==> config.mk <==
export PLATFORM = sky130hd
export DESIGN_NAME = usb_se0_classifier
export DESIGN_NICKNAME = d
export VERILOG_FILES = /design/src/rtl/usb_se0_pkg.sv /design/src/rtl/se0_rst_sync.sv /design/src/rtl/se0_phase_fsm.sv /design/src/rtl/se0_span_counter.sv /design/src/rtl/se0_span_judge.sv /design/src/rtl/usb_se0_classifier.sv
export SDC_FILE = /design/constraint.sdc
export NUM_CORES = 1
export LEC_CHECK = 0
export BUFFER_PORTS_ARGS = -buffer_cell sky130_fd_sc_hd__buf_2
export CORE_MARGIN = 3
export CORE_UTILIZATION = 44
export CTS_CLUSTER_DIAMETER = 100
export DETAILED_ROUTE_END_ITERATION = 6
export PLACE_DENSITY = 0.62
export SLEW_MARGIN = 40
export SYNTH_ARGS = -nofsm -noshare
export SYNTH_HDL_FRONTEND = slang
export SYNTH_SLANG_ARGS = --single-unit
==> constraint.sdc <==
create_clock -name clk -period 3.3 [get_ports clk]
set_clock_uncertainty 0.05 [all_clocks]
set_input_delay 0.33 -clock clk [delete_from_list [all_inputs] [get_ports clk]]
set_output_delay 0.33 -clock clk [all_outputs]
set_load 0.02 [all_outputs]
==> src/rtl/usb_se0_pkg.sv <==
package usb_se0_pkg;

  typedef enum logic [1:0] {
    LINE_SE0 = 2'b00,
    LINE_J   = 2'b01,
    LINE_K   = 2'b10,
    LINE_SE1 = 2'b11
  } line_sym_e;

  typedef enum logic [1:0] {
    PH_INIT = 2'd0,
    PH_IDLE = 2'd1,
    PH_SE0  = 2'd2
  } se0_phase_e;

  function automatic int span_limit(input int clk_khz, input int dur_ns);
    return (clk_khz * dur_ns) / 1000000;
  endfunction

endpackage

==> src/rtl/se0_rst_sync.sv <==
module se0_rst_sync (
  input  logic clk,
  input  logic rst_n_in,
  output logic rst_n_out
);
  logic meta_q;
  logic sync_q;

  always_ff @(posedge clk or negedge rst_n_in) begin
    if (!rst_n_in) begin
      meta_q <= 1'b0;
      sync_q <= 1'b0;
    end else begin
      meta_q <= 1'b1;
      sync_q <= meta_q;
    end
  end

  assign rst_n_out = sync_q;
endmodule

==> src/rtl/se0_phase_fsm.sv <==
module se0_phase_fsm
  import usb_se0_pkg::*;
(
  input  logic clk,
  input  logic rst_n,
  input  logic se0_now,
  output logic span_load,
  output logic span_bump,
  output logic span_clear,
  output logic span_exit
);
  se0_phase_e phase_q;
  se0_phase_e phase_d;

  always_comb begin
    phase_d    = phase_q;
    span_load  = 1'b0;
    span_bump  = 1'b0;
    span_clear = 1'b0;
    span_exit  = 1'b0;
    unique case (phase_q)
      PH_INIT: begin
        if (se0_now) begin
          span_load = 1'b1;
          phase_d   = PH_SE0;
        end else begin
          span_clear = 1'b1;
          phase_d    = PH_IDLE;
        end
      end
      PH_IDLE: begin
        if (se0_now) begin
          span_load = 1'b1;
          phase_d   = PH_SE0;
        end
      end
      PH_SE0: begin
        if (se0_now) begin
          span_bump = 1'b1;
        end else begin
          span_exit  = 1'b1;
          span_clear = 1'b1;
          phase_d    = PH_IDLE;
        end
      end
      default: begin
        span_clear = 1'b1;
        phase_d    = PH_IDLE;
      end
    endcase
  end

  always_ff @(posedge clk or negedge rst_n) begin
    if (!rst_n) phase_q <= PH_INIT;
    else        phase_q <= phase_d;
  end

  // the SE0 phase is only ever occupied after SE0 was sampled
  assert_se0_phase_follows_se0_R2: assert property (
    @(posedge clk) disable iff (!rst_n)
    (phase_q == PH_SE0) |-> $past(se0_now)
  );

  // leaving the SE0 phase always lands in idle, never re-arms at once
  assert_exit_to_idle_R7: assert property (
    @(posedge clk) disable iff (!rst_n)
    span_exit |=> (phase_q == PH_IDLE)
  );
endmodule

==> src/rtl/se0_span_counter.sv <==
module se0_span_counter #(
  parameter int CW  = 7,
  parameter int SAT = 121
) (
  input  logic          clk,
  input  logic          rst_n,
  input  logic          span_load,
  input  logic          span_bump,
  input  logic          span_clear,
  output logic [CW-1:0] span
);
  logic [CW-1:0] span_q;
  logic [CW-1:0] span_d;
  logic          span_en;

  always_comb begin
    span_en = span_load | span_bump | span_clear;
    span_d  = span_q;
    if (span_load) begin
      span_d = CW'(1);
    end else if (span_bump) begin
      if (span_q != CW'(SAT)) span_d = span_q + 1'b1;
    end else if (span_clear) begin
      span_d = '0;
    end
  end

  always_ff @(posedge clk or negedge rst_n) begin
    if (!rst_n)       span_q <= '0;
    else if (span_en) span_q <= span_d;
  end

  assign span = span_q;

  // the count never passes its ceiling
  assert_span_bounded_R8: assert property (
    @(posedge clk) disable iff (!rst_n)
    span_q <= CW'(SAT)
  );

  // once at the ceiling, further SE0 samples hold it there
  assert_span_holds_R8: assert property (
    @(posedge clk) disable iff (!rst_n)
    (span_bump && !span_load && span_q == CW'(SAT)) |=> (span_q == CW'(SAT))
  );
endmodule

==> src/rtl/se0_span_judge.sv <==
module se0_span_judge #(
  parameter int CW      = 7,
  parameter int RST_LIM = 120,
  parameter int KA_LIM  = 57
) (
  input  logic [CW-1:0] span,
  input  logic          span_exit,
  input  logic          low_speed,
  output logic          reset_hit,
  output logic          keepalive_hit
);
  logic long_span;
  logic real_span;
  logic ka_span;

  generate
    if (KA_LIM < RST_LIM) begin : g_ka
      assign ka_span = low_speed && (span > CW'(KA_LIM));
    end else begin : g_no_ka
      assign ka_span = 1'b0;
    end
  endgenerate

  always_comb begin
    long_span     = span > CW'(RST_LIM);
    real_span     = span > CW'(1);
    reset_hit     = span_exit && real_span && long_span;
    keepalive_hit = span_exit && real_span && !long_span && ka_span;
  end
endmodule

==> src/rtl/usb_se0_classifier.sv <==
module usb_se0_classifier
  import usb_se0_pkg::*;
#(
  parameter int CLK_KHZ      = 48000,
  parameter int RESET_NS     = 2500,
  parameter int KEEPALIVE_NS = 1200
) (
  input  logic       clk,
  input  logic       rst_n,
  input  logic [1:0] line_sym,
  input  logic       low_speed,
  output logic       bus_reset_pulse,
  output logic       keep_alive_pulse
);
  localparam int RST_LIM = span_limit(CLK_KHZ, RESET_NS);
  localparam int KA_LIM  = span_limit(CLK_KHZ, KEEPALIVE_NS);
  localparam int SAT     = RST_LIM + 1;
  localparam int CW      = $clog2(SAT + 1);

  logic          rst_n_int;
  logic          se0_now;
  logic          span_load;
  logic          span_bump;
  logic          span_clear;
  logic          span_exit;
  logic [CW-1:0] span;

  assign se0_now = (line_sym == LINE_SE0);

  se0_rst_sync u_rst_sync (
    .clk       (clk),
    .rst_n_in  (rst_n),
    .rst_n_out (rst_n_int)
  );

  se0_phase_fsm u_fsm (
    .clk        (clk),
    .rst_n      (rst_n_int),
    .se0_now    (se0_now),
    .span_load  (span_load),
    .span_bump  (span_bump),
    .span_clear (span_clear),
    .span_exit  (span_exit)
  );

  se0_span_counter #(
    .CW  (CW),
    .SAT (SAT)
  ) u_cnt (
    .clk        (clk),
    .rst_n      (rst_n_int),
    .span_load  (span_load),
    .span_bump  (span_bump),
    .span_clear (span_clear),
    .span       (span)
  );

  se0_span_judge #(
    .CW      (CW),
    .RST_LIM (RST_LIM),
    .KA_LIM  (KA_LIM)
  ) u_judge (
    .span          (span),
    .span_exit     (span_exit),
    .low_speed     (low_speed),
    .reset_hit     (bus_reset_pulse),
    .keepalive_hit (keep_alive_pulse)
  );

  // a pulse never lasts into a second cycle
  assert_single_cycle_pulse_R7: assert property (
    @(posedge clk) disable iff (!rst_n_int)
    (bus_reset_pulse || keep_alive_pulse) |=> !(bus_reset_pulse || keep_alive_pulse)
  );

  // pulses appear only while the line has just left SE0
  assert_pulse_on_exit_R2: assert property (
    @(posedge clk) disable iff (!rst_n_int)
    (bus_reset_pulse || keep_alive_pulse) |-> ($past(se0_now) && !se0_now)
  );

  // an SE0 seen at one edge only, then gone, yields no pulse
  assert_glitch_ignored_R6: assert property (
    @(posedge clk) disable iff (!rst_n_int)
    (!$past(se0_now, 2) && $past(se0_now) && !se0_now)
      |-> !(bus_reset_pulse || keep_alive_pulse)
  );
endmodule

==> results.json <==
{
  "status": "finished clean",
  "grt_util_met3_pct": 5.98,
  "ios": 7,
  "drt_wl_total_um": 1200,
  "antenna_cells": 0,
  "cp.arrival_ns": 1.70,
  "slew_viol_final": 0,
  "hold_path_class": "register to asynchronous set/reset pin",
  "multi_input_area_um2": 358,
  "cts_buffer_depth": 2,
  "min_period_over_period_pct": 63.0,
  "n_fill_cell": 123,
  "end_kind": "output pin",
  "grt_pass1_vias": 496,
  "overflow": 0,
  "drt_iter0_drc": 8,
  "clk_pin_slew_ns": 0.07,
  "crit_fanout": 5,
  "peakVddDrop_mv": 0.400,
  "drc_errors": 0,
  "power.leakage_uw": 0.000312,
  "setup_viol": 0,
  "start_kind": "register",
  "post_cts_resized": 0,
  "met1_usage_pct": 21.6,
  "grt_pass1_wl_um": 2240,
  "layout.nets": 85,
  "yosys_warnings": 0,
  "utilization_pct": 53.7,
  "drive_gt1_share_pct": 17.1,
  "seq_area_um2": 275,
  "cts_root_buffer": "clkbuf_4",
  "ys_seq_area_share_pct": 41.3,
  "grtUsageTotal_pct": 15.1,
  "wl_per_cell_um": 13.1,
  "powerDensity_nw_per_um2": 357,
  "cp_data_required_time_ns": 2.92,
  "cap_violations": 0,
  "stdcell_area_um2": 733,
  "antenna_found_initial": 0,
  "syn-num-nets": 75,
  "dieArea_um2": 2020,
  "rsz0062_at_grt": "false",
  "synthCells": 67,
  "avgSynthCellArea_um2": 9.95,
  "clock.fmax_mhz": 481,
  "dp_hpwl_um": 903,
  "hold_ws_ns": 0.0941,
  "fp.dieH_um": 44.9,
  "placed_area_um2": 697,
  "area_delta_synth_final_pct": 9.94,
  "first_pass_iters": 4,
  "yosysUniqueCellTypes": 32,
  "period_minus_slack_ns": 2.08,
  "hold_viol_final": 0,
  "grtUsageMet2_pct": 21.5,
  "via_per_inst": 5.87,
  "cts_tree": "done",
  "timing_worst_setup_path_type": "register to output pin",
  "cts.sinks": 11,
  "place_congestion": 0.752,
  "finalSetupTns_ns": 0,
  "cts-buffers-inserted": 3,
  "core_area_um2": 1370,
  "clk_latency_ns": 0.26,
  "worstMarginPinSlew_ns": 0.551,
  "max_slew_margin_pct": 63.1,
  "rows": 13,
  "initial_core_util_pct": 48.8,
  "ys_seq_elements": 11,
  "port_buffers": 6,
  "die_x_um": 44.9,
  "top_usage_layer": "met1",
  "htreeDepth": 1,
  "netlist_area_um2": 667,
  "antenna_left": 0,
  "grt_max_degree": 12,
  "post-cts-setup-buffers": 0,
  "num_vias": 534
}
## cells in the mapped netlist
library cell,n,area share (%)
dfrtp_1,11,41
nand3_1,9,6.8
inv_1,4,2.3
nand2_1,4,2.3
ha_1,3,5.6
nor3_1,3,2.3
a211o_1,2,2.6
a21oi_1,2,1.5
nand4b_1,2,2.6
nor2b_1,2,1.9
o211ai_1,2,2.3
o311ai_1,2,2.6
or4_1,2,2.3
a21o_1,1,1.1
a21o_2,1,1.3
a22o_1,1,1.3
a32o_1,1,1.5
and2b_2,1,1.3
buf_4,1,1.1
buf_6,1,1.7
conb_1,1,0.56
nor4_1,1,0.94
nor4b_2,1,2.3
o21ai_0,1,0.75
o21ai_1,1,0.75
o21bai_1,1,1.1
o2bb2ai_1,1,1.3
or2_1,1,0.94
or3_1,1,0.94
or4b_1,1,1.5
or4b_4,1,2.1
xor2_1,1,1.3
## state kept, by name, indices dropped and copies added, names as in the netlist
name	count
u_fsm.phase_q	2
u_rst_sync.meta_q	1
u_cnt.span	7
u_rst_sync.rst_n_out	1
## routing by layer
metal / vias to the layer above / wire length, µm
li1: 275 / -
met1: 246 / 594
met2: 11 / 540
met3: 2 / 49
met4: 0 / 10
met5: - / 0
## cell type report
type	instances	area share [%]
tap	15	2.56
multi-input combinational	50	48.8
sequential	11	37.5
clock buffer	4	3.58
timing repair buffer	7	5.46
inverter	4	2.05
## metrics by stage
stage	power, µW	cells	setup WS [ns]
2_1_floorplan	168	67	1.51
3_3_place_gp	175	86	1.52
3_5_place_dp	176	86	1.51
4_1_cts	264	91	1.22
5_1_grt	281	91	1.04
6_report	262	91	1.22
## worst max-delay path: stages, from the launching register on
cell and delay (ns):
dfrtp_1 0.42, inv_1 0.10, ha_1 0.20, o21bai_1 0.15
a211o_1 0.29, a21oi_1 0.11, buf_2 0.17
## final timing paths
kind | start | endpoint | depth (start not counted) | slack, ns
setup / recovery | u_cnt.span[1]$_DFFE_PN0P_ | keep_alive_pulse | 6 | 1.22
hold / removal | u_rst_sync.rst_n_out$_DFF_PN0_ | u_cnt.span[3]$_DFFE_PN0P_ | 0 | 0.09
setup reg to reg | u_fsm.phase_q[0]$_DFFE_PN0P_ | u_cnt.span[5]$_DFFE_PN0P_ | 3 | 1.60
hold reg to reg | u_rst_sync.rst_n_out$_DFF_PN0_ | u_cnt.span[3]$_DFFE_PN0P_ | 0 | 0.09
max in group asynchronous | rst_n | u_rst_sync.meta_q$_DFF_PN0_ | 2 | 2.76
min in group clk | u_rst_sync.meta_q$_DFF_PN0_ | u_rst_sync.rst_n_out$_DFF_PN0_ | 0 | 0.30
## what timing repair did
item | in CTS | in global routing
hold buffers | 1 | 0
hold endpoints to repair | 2 | 0
setup endpoints to repair | 0 | 0
## kinds of logic (layout without fill, tap and decap cells)
group	Yosys count	in the layout	share of synthesized area [%]
other	1	1	0.562
adder cells (fa/ha/maj)	3	3	5.63
AO/OA/AOI/OAI	16	16	18.2
XOR/XNOR	1	1	1.31
buffers and inverters	6	15	5.07
AND/OR/NAND/NOR	29	29	28.0
flip-flops	11	11	41.3
## cells in the final DEF, fill, tap and decap left out, types with 2 or more instances in the layout
| cell type | count |
|---|---|
| clkbuf_4 | 3 |
| nand3_1 | 9 |
| o311ai_1 | 2 |
| a21oi_1 | 2 |
| nor2b_1 | 2 |
| dfrtp_1 | 11 |
| ha_1 | 3 |
| nor3_1 | 3 |
| nand2_1 | 4 |
| o211ai_1 | 2 |
| buf_2 | 6 |
| inv_1 | 4 |
| nand4b_1 | 2 |
| a211o_1 | 2 |
| or4_1 | 2 |
## power breakdown
| group | internal [µW] | switching (µW) |
|---|---|---|
| registers | 139 | 8.62 |
| clock network | 46.6 | 40.9 |
| logic | 13.7 | 12.8 |
| total | 200 | 62.3 |
Power figures use the tool's default switching activity.
